===== config.mk =====
export PLATFORM = sky130hd
export DESIGN_NAME = sfifo_stage
export DESIGN_NICKNAME = d
export VERILOG_FILES = /design/src/rtl/sfifo_pkg.sv /design/src/rtl/sfifo_store.sv /design/src/rtl/sfifo_drain.sv /design/src/rtl/sfifo_err.sv /design/src/rtl/sfifo_stage.sv
export SDC_FILE = /design/constraint.sdc
export NUM_CORES = 1
export LEC_CHECK = 0
export BUFFER_PORTS_ARGS = -buffer_cell sky130_fd_sc_hd__buf_2
export CORE_ASPECT_RATIO = 0.9
export CORE_MARGIN = 2
export CORE_UTILIZATION = 31
export DETAILED_ROUTE_END_ITERATION = 7
export PLACE_DENSITY_LB_ADDON = 0.15
export SLEW_MARGIN = 20
export SYNTH_ARGS = -nofsm -noshare
export SYNTH_HDL_FRONTEND = slang
export SYNTH_SLANG_ARGS = --single-unit

===== constraint.sdc =====
create_clock -name clk -period 4 [get_ports clk]
set_clock_uncertainty 0.2 [all_clocks]
set_input_delay 0.8 -clock clk [delete_from_list [all_inputs] [get_ports clk]]
set_output_delay 0.8 -clock clk [all_outputs]
set_load 0.02 [all_outputs]

===== src/rtl/sfifo_pkg.sv =====
package sfifo_pkg;
    // Fill-level selector encoding (quarters of depth, minus one)
    typedef enum logic [1:0] {
        THR_QUARTER = 2'b00,
        THR_HALF    = 2'b01,
        THR_3QUART  = 2'b10,
        THR_FULL    = 2'b11
    } thr_sel_e;

    // Sticky error flag pair
    typedef struct packed {
        logic fe;
        logic dme;
    } err_flags_t;

    // Beats in one incrementing burst
    localparam int unsigned BURST_LEN = 4;
endpackage


===== src/rtl/sfifo_store.sv =====
module sfifo_store #(
    parameter int unsigned DW    = 32,
    parameter int unsigned DEPTH = 4,
    localparam int unsigned AW   = (DEPTH > 1) ? $clog2(DEPTH) : 1,
    localparam int unsigned CW   = $clog2(DEPTH + 1)
) (
    input  logic          clk,
    input  logic          rst_n,
    input  logic          push,
    input  logic          pop,
    input  logic [DW-1:0] wdata,
    output logic [DW-1:0] rdata,
    output logic [CW-1:0] level
);
    typedef struct packed {
        logic [AW-1:0] wr;
        logic [AW-1:0] rd;
        logic [CW-1:0] cnt;
    } ptr_t;

    ptr_t          ptr_d, ptr_q;
    logic [DW-1:0] mem_d [DEPTH];
    logic [DW-1:0] mem_q [DEPTH];

    function automatic logic [AW-1:0] nxt(input logic [AW-1:0] p);
        return (p == AW'(DEPTH - 1)) ? '0 : p + AW'(1);
    endfunction

    always_comb begin
        ptr_d = ptr_q;
        for (int i = 0; i < DEPTH; i++) mem_d[i] = mem_q[i];
        if (push) begin
            mem_d[ptr_q.wr] = wdata;
            ptr_d.wr        = nxt(ptr_q.wr);
        end
        if (pop) ptr_d.rd = nxt(ptr_q.rd);
        case ({push, pop})
            2'b10:   ptr_d.cnt = ptr_q.cnt + CW'(1);
            2'b01:   ptr_d.cnt = ptr_q.cnt - CW'(1);
            default: ptr_d.cnt = ptr_q.cnt;
        endcase
    end

    always_ff @(posedge clk or negedge rst_n) begin
        if (!rst_n) ptr_q <= '0;
        else        ptr_q <= ptr_d;
    end

    for (genvar g = 0; g < DEPTH; g++) begin : g_word
        always_ff @(posedge clk or negedge rst_n) begin
            if (!rst_n) mem_q[g] <= '0;
            else        mem_q[g] <= mem_d[g];
        end
    end

    assign rdata = mem_q[ptr_q.rd];
    assign level = ptr_q.cnt;
endmodule


===== src/rtl/sfifo_drain.sv =====
module sfifo_drain #(
    parameter int unsigned DEPTH = 4,
    localparam int unsigned CW   = $clog2(DEPTH + 1)
) (
    input  logic          clk,
    input  logic          rst_n,
    input  logic          fifo_mode,
    input  logic [1:0]    thresh_sel,
    input  logic          burst4,
    input  logic          eot,
    input  logic          pop,
    input  logic [CW-1:0] level,
    output logic          avail,
    output logic [CW-1:0] beats
);
    import sfifo_pkg::*;

    localparam logic [CW-1:0] BL = CW'(BURST_LEN);

    typedef struct packed {
        logic          flush;
        logic [CW-1:0] left;
    } drn_t;

    drn_t          st_d, st_q;
    logic [CW+1:0] thr_w;
    logic          cond;

    always_comb begin
        thr_w = (CW+2)'(((int'(thresh_sel) + 1) * int'(DEPTH)) / 4);
        if (!fifo_mode || st_q.flush) beats = CW'(1);
        else                          beats = burst4 ? BL : CW'(1);

        if (!fifo_mode || st_q.flush) cond = (level != '0);
        else cond = ({2'b00, level} >= thr_w) && (level >= beats);
        avail = (st_q.left == '0) && cond;

        st_d       = st_q;
        st_d.flush = eot || (st_q.flush && level != '0);
        if (pop) begin
            if (st_q.left != '0) st_d.left = st_q.left - CW'(1);
            else if (avail)      st_d.left = beats - CW'(1);
            else                 st_d.left = '0;
        end
    end

    always_ff @(posedge clk or negedge rst_n) begin
        if (!rst_n) st_q <= '0;
        else        st_q <= st_d;
    end
endmodule


===== src/rtl/sfifo_err.sv =====
module sfifo_err (
    input  logic       clk,
    input  logic       rst_n,
    input  logic       fe_set,
    input  logic       dme_set,
    input  logic [1:0] clr,
    output logic       fe,
    output logic       dme
);
    import sfifo_pkg::*;

    err_flags_t fl_d, fl_q;

    always_comb begin
        fl_d.fe  = fe_set  || (fl_q.fe  && !clr[0]);
        fl_d.dme = dme_set || (fl_q.dme && !clr[1]);
    end

    always_ff @(posedge clk or negedge rst_n) begin
        if (!rst_n) fl_q <= '0;
        else        fl_q <= fl_d;
    end

    assign fe  = fl_q.fe;
    assign dme = fl_q.dme;
endmodule


===== src/rtl/sfifo_stage.sv =====
module sfifo_stage #(
    parameter int unsigned DW    = 32,
    parameter int unsigned DEPTH = 4,
    localparam int unsigned CW   = $clog2(DEPTH + 1)
) (
    input  logic          clk,
    input  logic          rst_n,
    input  logic          fifo_mode,
    input  logic [1:0]    thresh_sel,
    input  logic          burst4,
    input  logic          src_wr,
    input  logic [DW-1:0] src_data,
    input  logic          dst_rd,
    output logic [DW-1:0] dst_data,
    output logic          dst_avail,
    output logic [CW-1:0] dst_beats,
    input  logic          eot,
    input  logic [1:0]    err_clr,
    output logic          fifo_err,
    output logic          dm_err,
    output logic [CW-1:0] fifo_level
);
    import sfifo_pkg::*;

    logic [CW-1:0] level, cap;
    logic          pop, push, room, over, cfg_bad, fe_set, dme_set;

    always_comb begin
        cap     = fifo_mode ? CW'(DEPTH) : CW'(1);
        pop     = dst_rd && (level != '0);
        room    = (level < cap) || pop;
        push    = src_wr && room;
        over    = src_wr && !room;
        cfg_bad = burst4 && (!fifo_mode || thresh_sel != THR_FULL);
        fe_set  = (over && fifo_mode) || (dst_rd && level == '0) || cfg_bad;
        dme_set = over && !fifo_mode;
    end

    sfifo_store #(.DW(DW), .DEPTH(DEPTH)) u_store (
        .clk   (clk),
        .rst_n (rst_n),
        .push  (push),
        .pop   (pop),
        .wdata (src_data),
        .rdata (dst_data),
        .level (level)
    );

    sfifo_drain #(.DEPTH(DEPTH)) u_drain (
        .clk        (clk),
        .rst_n      (rst_n),
        .fifo_mode  (fifo_mode),
        .thresh_sel (thresh_sel),
        .burst4     (burst4),
        .eot        (eot),
        .pop        (pop),
        .level      (level),
        .avail      (dst_avail),
        .beats      (dst_beats)
    );

    sfifo_err u_err (
        .clk     (clk),
        .rst_n   (rst_n),
        .fe_set  (fe_set),
        .dme_set (dme_set),
        .clr     (err_clr),
        .fe      (fifo_err),
        .dme     (dm_err)
    );

    assign fifo_level = level;
endmodule


==> results.cfg <==
[clock_tree]
cts_inserted_buffers = 17
holdBufCountCts = 0
clock-root-buffer = sky130_fd_sc_hd__clkbuf_16
cts.clk_slew.worst_paths_ns = 0.06
cts.path.max_buffers = 2
clkLatencyLatePin_ns = 0.41
cts.sinks = 141
cts.repair.resized = 0
cts_max_level = 4
clock_tree_from_tritoncts = done
postCtsSetupBuffers = 0

[worst_setup_path]
worst_setup_path_endpoint = dst_avail
critPathArrivalTime_ns = 2.46
end_kind = primary output
r2r_cells = 6
timing.rr.start = u_store.level[2]
maximum_fanout_count_along_the_critical_path = 5
r2r-end = u_store.mem_q[100]
timing.critical_path.required_ns = 3.00
worstSetupStartpointType = primary input
regToRegSetupSlack_ns = 1.28
path_class = primary input to primary output
startpoint = fifo_mode

[grt]
grt_max_degree = 74
groute.usage.overall = 0.134
first_global_vias = 4256
use_met2 = 0.208
grt_first_pass_wirelength_um = 24500
grt_remaining_overflow = 0
busiest_metal_layer_after_global_routing = met2
grt.met3_usage = 0.0384
antenna_found_initial = 1
grt_use_met1 = 0.185

[placement]
gp_congestion = 0.711
placed_cell_area_sq_um = 7700
dpl.hpwl_um = 9580
placement.setup.worst_slack_ns = 0.538
io_buffer_count = 82

[sta]
max_freq_ghz = 0.289
worst_slew_margin_rel = 0.522
timing.final.crit_share = 0.865
worst-slew-pin-transition_ns = 0.717
unrepaired_setup_endpoints_after_global_routing = no
maxSlewViolCount = 0
hold_slack_ns = 0.190
min_period_ns = 3.46
timing.final.hold_violations = 0
setup-violations-final = 0
timing.setup.tns_ns = 0
fin_ws_ns = 0.539

[floorplanning]
rows = 52
fp.dieW_um = 164
die-height_um = 148
io_pins = 84
floorplan.initialDensity = 0.317
floorplan.core_area_sq_um = 22500
fp.dieArea_sq_um = 24200

[logic_synthesis]
average_footprint_of_a_synthesized_cell_sq_um = 17.0
netlist_area_sq_um = 7130
synth.yosys.warnings = 0
synth_cell_type_count = 37
postSynthRegisterBits = 141
synth.net_count = 478
syn_inst = 420
synth_sequential_area_ratio = 0.495

[routing]
first_iter_violations = 180
detail_route.first_pass.iterations = 4
drt.antenna.violating_nets = 0
avgRoutedWirePerCell_um = 18.5
vias_per_cell = 4.59
vias = 3734
detailed_route_drc_error_count = 0
routed_wl_um = 15000

[final_layout]
commonest_cells_after_routing_fill_and_taps_aside = sky130_fd_sc_hd__dfrtp_1, sky130_fd_sc_hd__mux2_4, sky130_fd_sc_hd__buf_2
finalCoreUtilization = 0.371
layout.filler_cells = 2164
cell_area_after_layout_sq_um = 8350
final_net_count = 560
final_layout_size_suffix_gt1_frac = 0.571
area_growth_syn_to_layout_pct = 17.1
mostFrequentLayoutCell = sky130_fd_sc_hd__dfrtp_1

[power_and_ir_drop]
power.density_nw_per_um2 = 938
clkPwrFrac = 0.223
cellInternalPower_mw = 5.27
vdd_ir_drop_max_mv = 0.303
netSwitchingFraction = 0.327
total_switching_power_mw = 2.56
power.share.combinational = 0.439
seq_power_share = 0.339
pleak_nw = 3.78

[status]
status = finished clean

[flow_run]
maxCapViolations = 0

[hold_path]
min-delay-path-class = primary input to async pin
kinds of logic after synthesis:
| kind of cell | count (synthesis) | synth area share |
|---|---|---|
| muxes | 163 | 0.371 |
| DFF | 141 | 0.495 |
| buffers and inverters | 46 | 0.0604 |
| and+or+nand+nor | 34 | 0.0258 |
| AOI/OAI and AO/OA | 18 | 0.0174 |
| adders and majority gates | 15 | 0.0274 |
| xor gates and xnor gates | 2 | 0.00246 |
| other | 1 | 0.000526 |
state kept, by name, indices dropped and copies added, names as in the netlist:
register       flops
u_store.mem_q    128
u_store.level      3
u_err.dme          1
u_store.ptr_q      4
u_err.fe           1
u_drain.st_q       4
worst min-delay path by stage:
stage | endpoint | slack, ns | cells after the start | startpoint
floorplan | u_drain.st_q[3] | 0.27 | 2 | u_drain.st_q[3]
global placement | u_store.mem_q[96] | 0.29 | 1 | u_store.mem_q[96]
detailed placement | u_store.mem_q[39] | 0.29 | 1 | u_store.mem_q[39]
CTS | u_store.mem_q[86] | 0.22 | 1 | rst_n
global route | u_store.mem_q[86] | 0.24 | 1 | rst_n
finish | u_store.mem_q[86] | 0.19 | 1 | rst_n
power by group through the flow:
| stage | Sequential, mW | Clock, mW | Combinational, mW |
|---|---|---|---|
| global route | 2.76 | 1.86 | 3.70 |
| floorplan | 2.44 | 0 | 2.92 |
| detailed placement | 2.66 | 0 | 3.48 |
| finish | 2.65 | 1.74 | 3.44 |
| CTS | 2.66 | 1.80 | 3.50 |
| global placement | 2.65 | 0 | 3.43 |
synth_stat cells:
master / count / area share
sky130_fd_sc_hd__a211oi_1: 1 / 0.0011
sky130_fd_sc_hd__a21o_1: 1 / 0.0011
sky130_fd_sc_hd__a21oi_1: 3 / 0.0021
sky130_fd_sc_hd__a22oi_1: 1 / 0.0011
sky130_fd_sc_hd__and2_4: 4 / 0.0049
sky130_fd_sc_hd__buf_1: 1 / 0.00053
sky130_fd_sc_hd__buf_12: 12 / 0.034
sky130_fd_sc_hd__buf_2: 2 / 0.0014
sky130_fd_sc_hd__buf_4: 4 / 0.0042
sky130_fd_sc_hd__buf_6: 6 / 0.0095
sky130_fd_sc_hd__clkbuf_1: 6 / 0.0032
sky130_fd_sc_hd__conb_1: 1 / 0.00053
sky130_fd_sc_hd__dfrtp_1: 141 / 0.50
sky130_fd_sc_hd__fa_1: 1 / 0.0028
sky130_fd_sc_hd__ha_1: 14 / 0.025
sky130_fd_sc_hd__inv_1: 15 / 0.0079
sky130_fd_sc_hd__mux2_2: 9 / 0.014
sky130_fd_sc_hd__mux2_4: 120 / 0.25
sky130_fd_sc_hd__mux2i_1: 2 / 0.0028
sky130_fd_sc_hd__mux4_2: 32 / 0.10
sky130_fd_sc_hd__nand2_1: 9 / 0.0047
sky130_fd_sc_hd__nand2b_1: 1 / 0.00088
sky130_fd_sc_hd__nand4_1: 1 / 0.00088
sky130_fd_sc_hd__nor2_1: 8 / 0.0042
sky130_fd_sc_hd__nor2b_1: 3 / 0.0026
sky130_fd_sc_hd__nor3_1: 2 / 0.0014
sky130_fd_sc_hd__nor3b_1: 1 / 0.0011
sky130_fd_sc_hd__nor4_1: 2 / 0.0018
sky130_fd_sc_hd__nor4b_1: 2 / 0.0025
sky130_fd_sc_hd__o2111ai_1: 1 / 0.0012
sky130_fd_sc_hd__o21ai_0: 5 / 0.0035
sky130_fd_sc_hd__o31a_1: 1 / 0.0012
sky130_fd_sc_hd__o31a_2: 2 / 0.0028
sky130_fd_sc_hd__o31ai_1: 2 / 0.0021
sky130_fd_sc_hd__o41ai_1: 1 / 0.0012
sky130_fd_sc_hd__or3_1: 1 / 0.00088
sky130_fd_sc_hd__xnor2_1: 2 / 0.0025
routing by layer:
layer / part of all wire / vias to the layer above
li1: - / 1683
met1: 0.48 / 1964
met2: 0.47 / 75
met3: 0.039 / 12
met4: 0.0098 / 0
met5: 0 / -
area by class of cell:
cell class	instances	area, sq um	area share
sequential	141	3530	0.423
multi-input combinational	233	3170	0.380
timing repair buffer	94	569	0.0682
clock buffer	20	457	0.0547
tap	297	372	0.0445
clock inverter	12	191	0.0229
inverter	15	56.3	0.00675
antenna	1	2.50	0.000300
metrics by stage:
step | power [mW] | std cells
5_1_grt | 8.32 | 812
4_1_cts | 7.96 | 812
3_5_place_dp | 6.15 | 780
6_report | 7.83 | 813
3_3_place_gp | 6.09 | 780
2_1_floorplan | 5.35 | 420
critical path, stage by stage:
cell and delay (ns):
sky130_fd_sc_hd__buf_2 0.13, sky130_fd_sc_hd__nor2b_1 0.23, sky130_fd_sc_hd__nand2_1 0.17, sky130_fd_sc_hd__ha_1 0.32
sky130_fd_sc_hd__nor4b_1 0.05, sky130_fd_sc_hd__nor2_1 0.16, sky130_fd_sc_hd__nand2_1 0.09, sky130_fd_sc_hd__a211oi_1 0.29
sky130_fd_sc_hd__buf_2 0.22
Note: power is estimated with default switching activity, not from simulation.
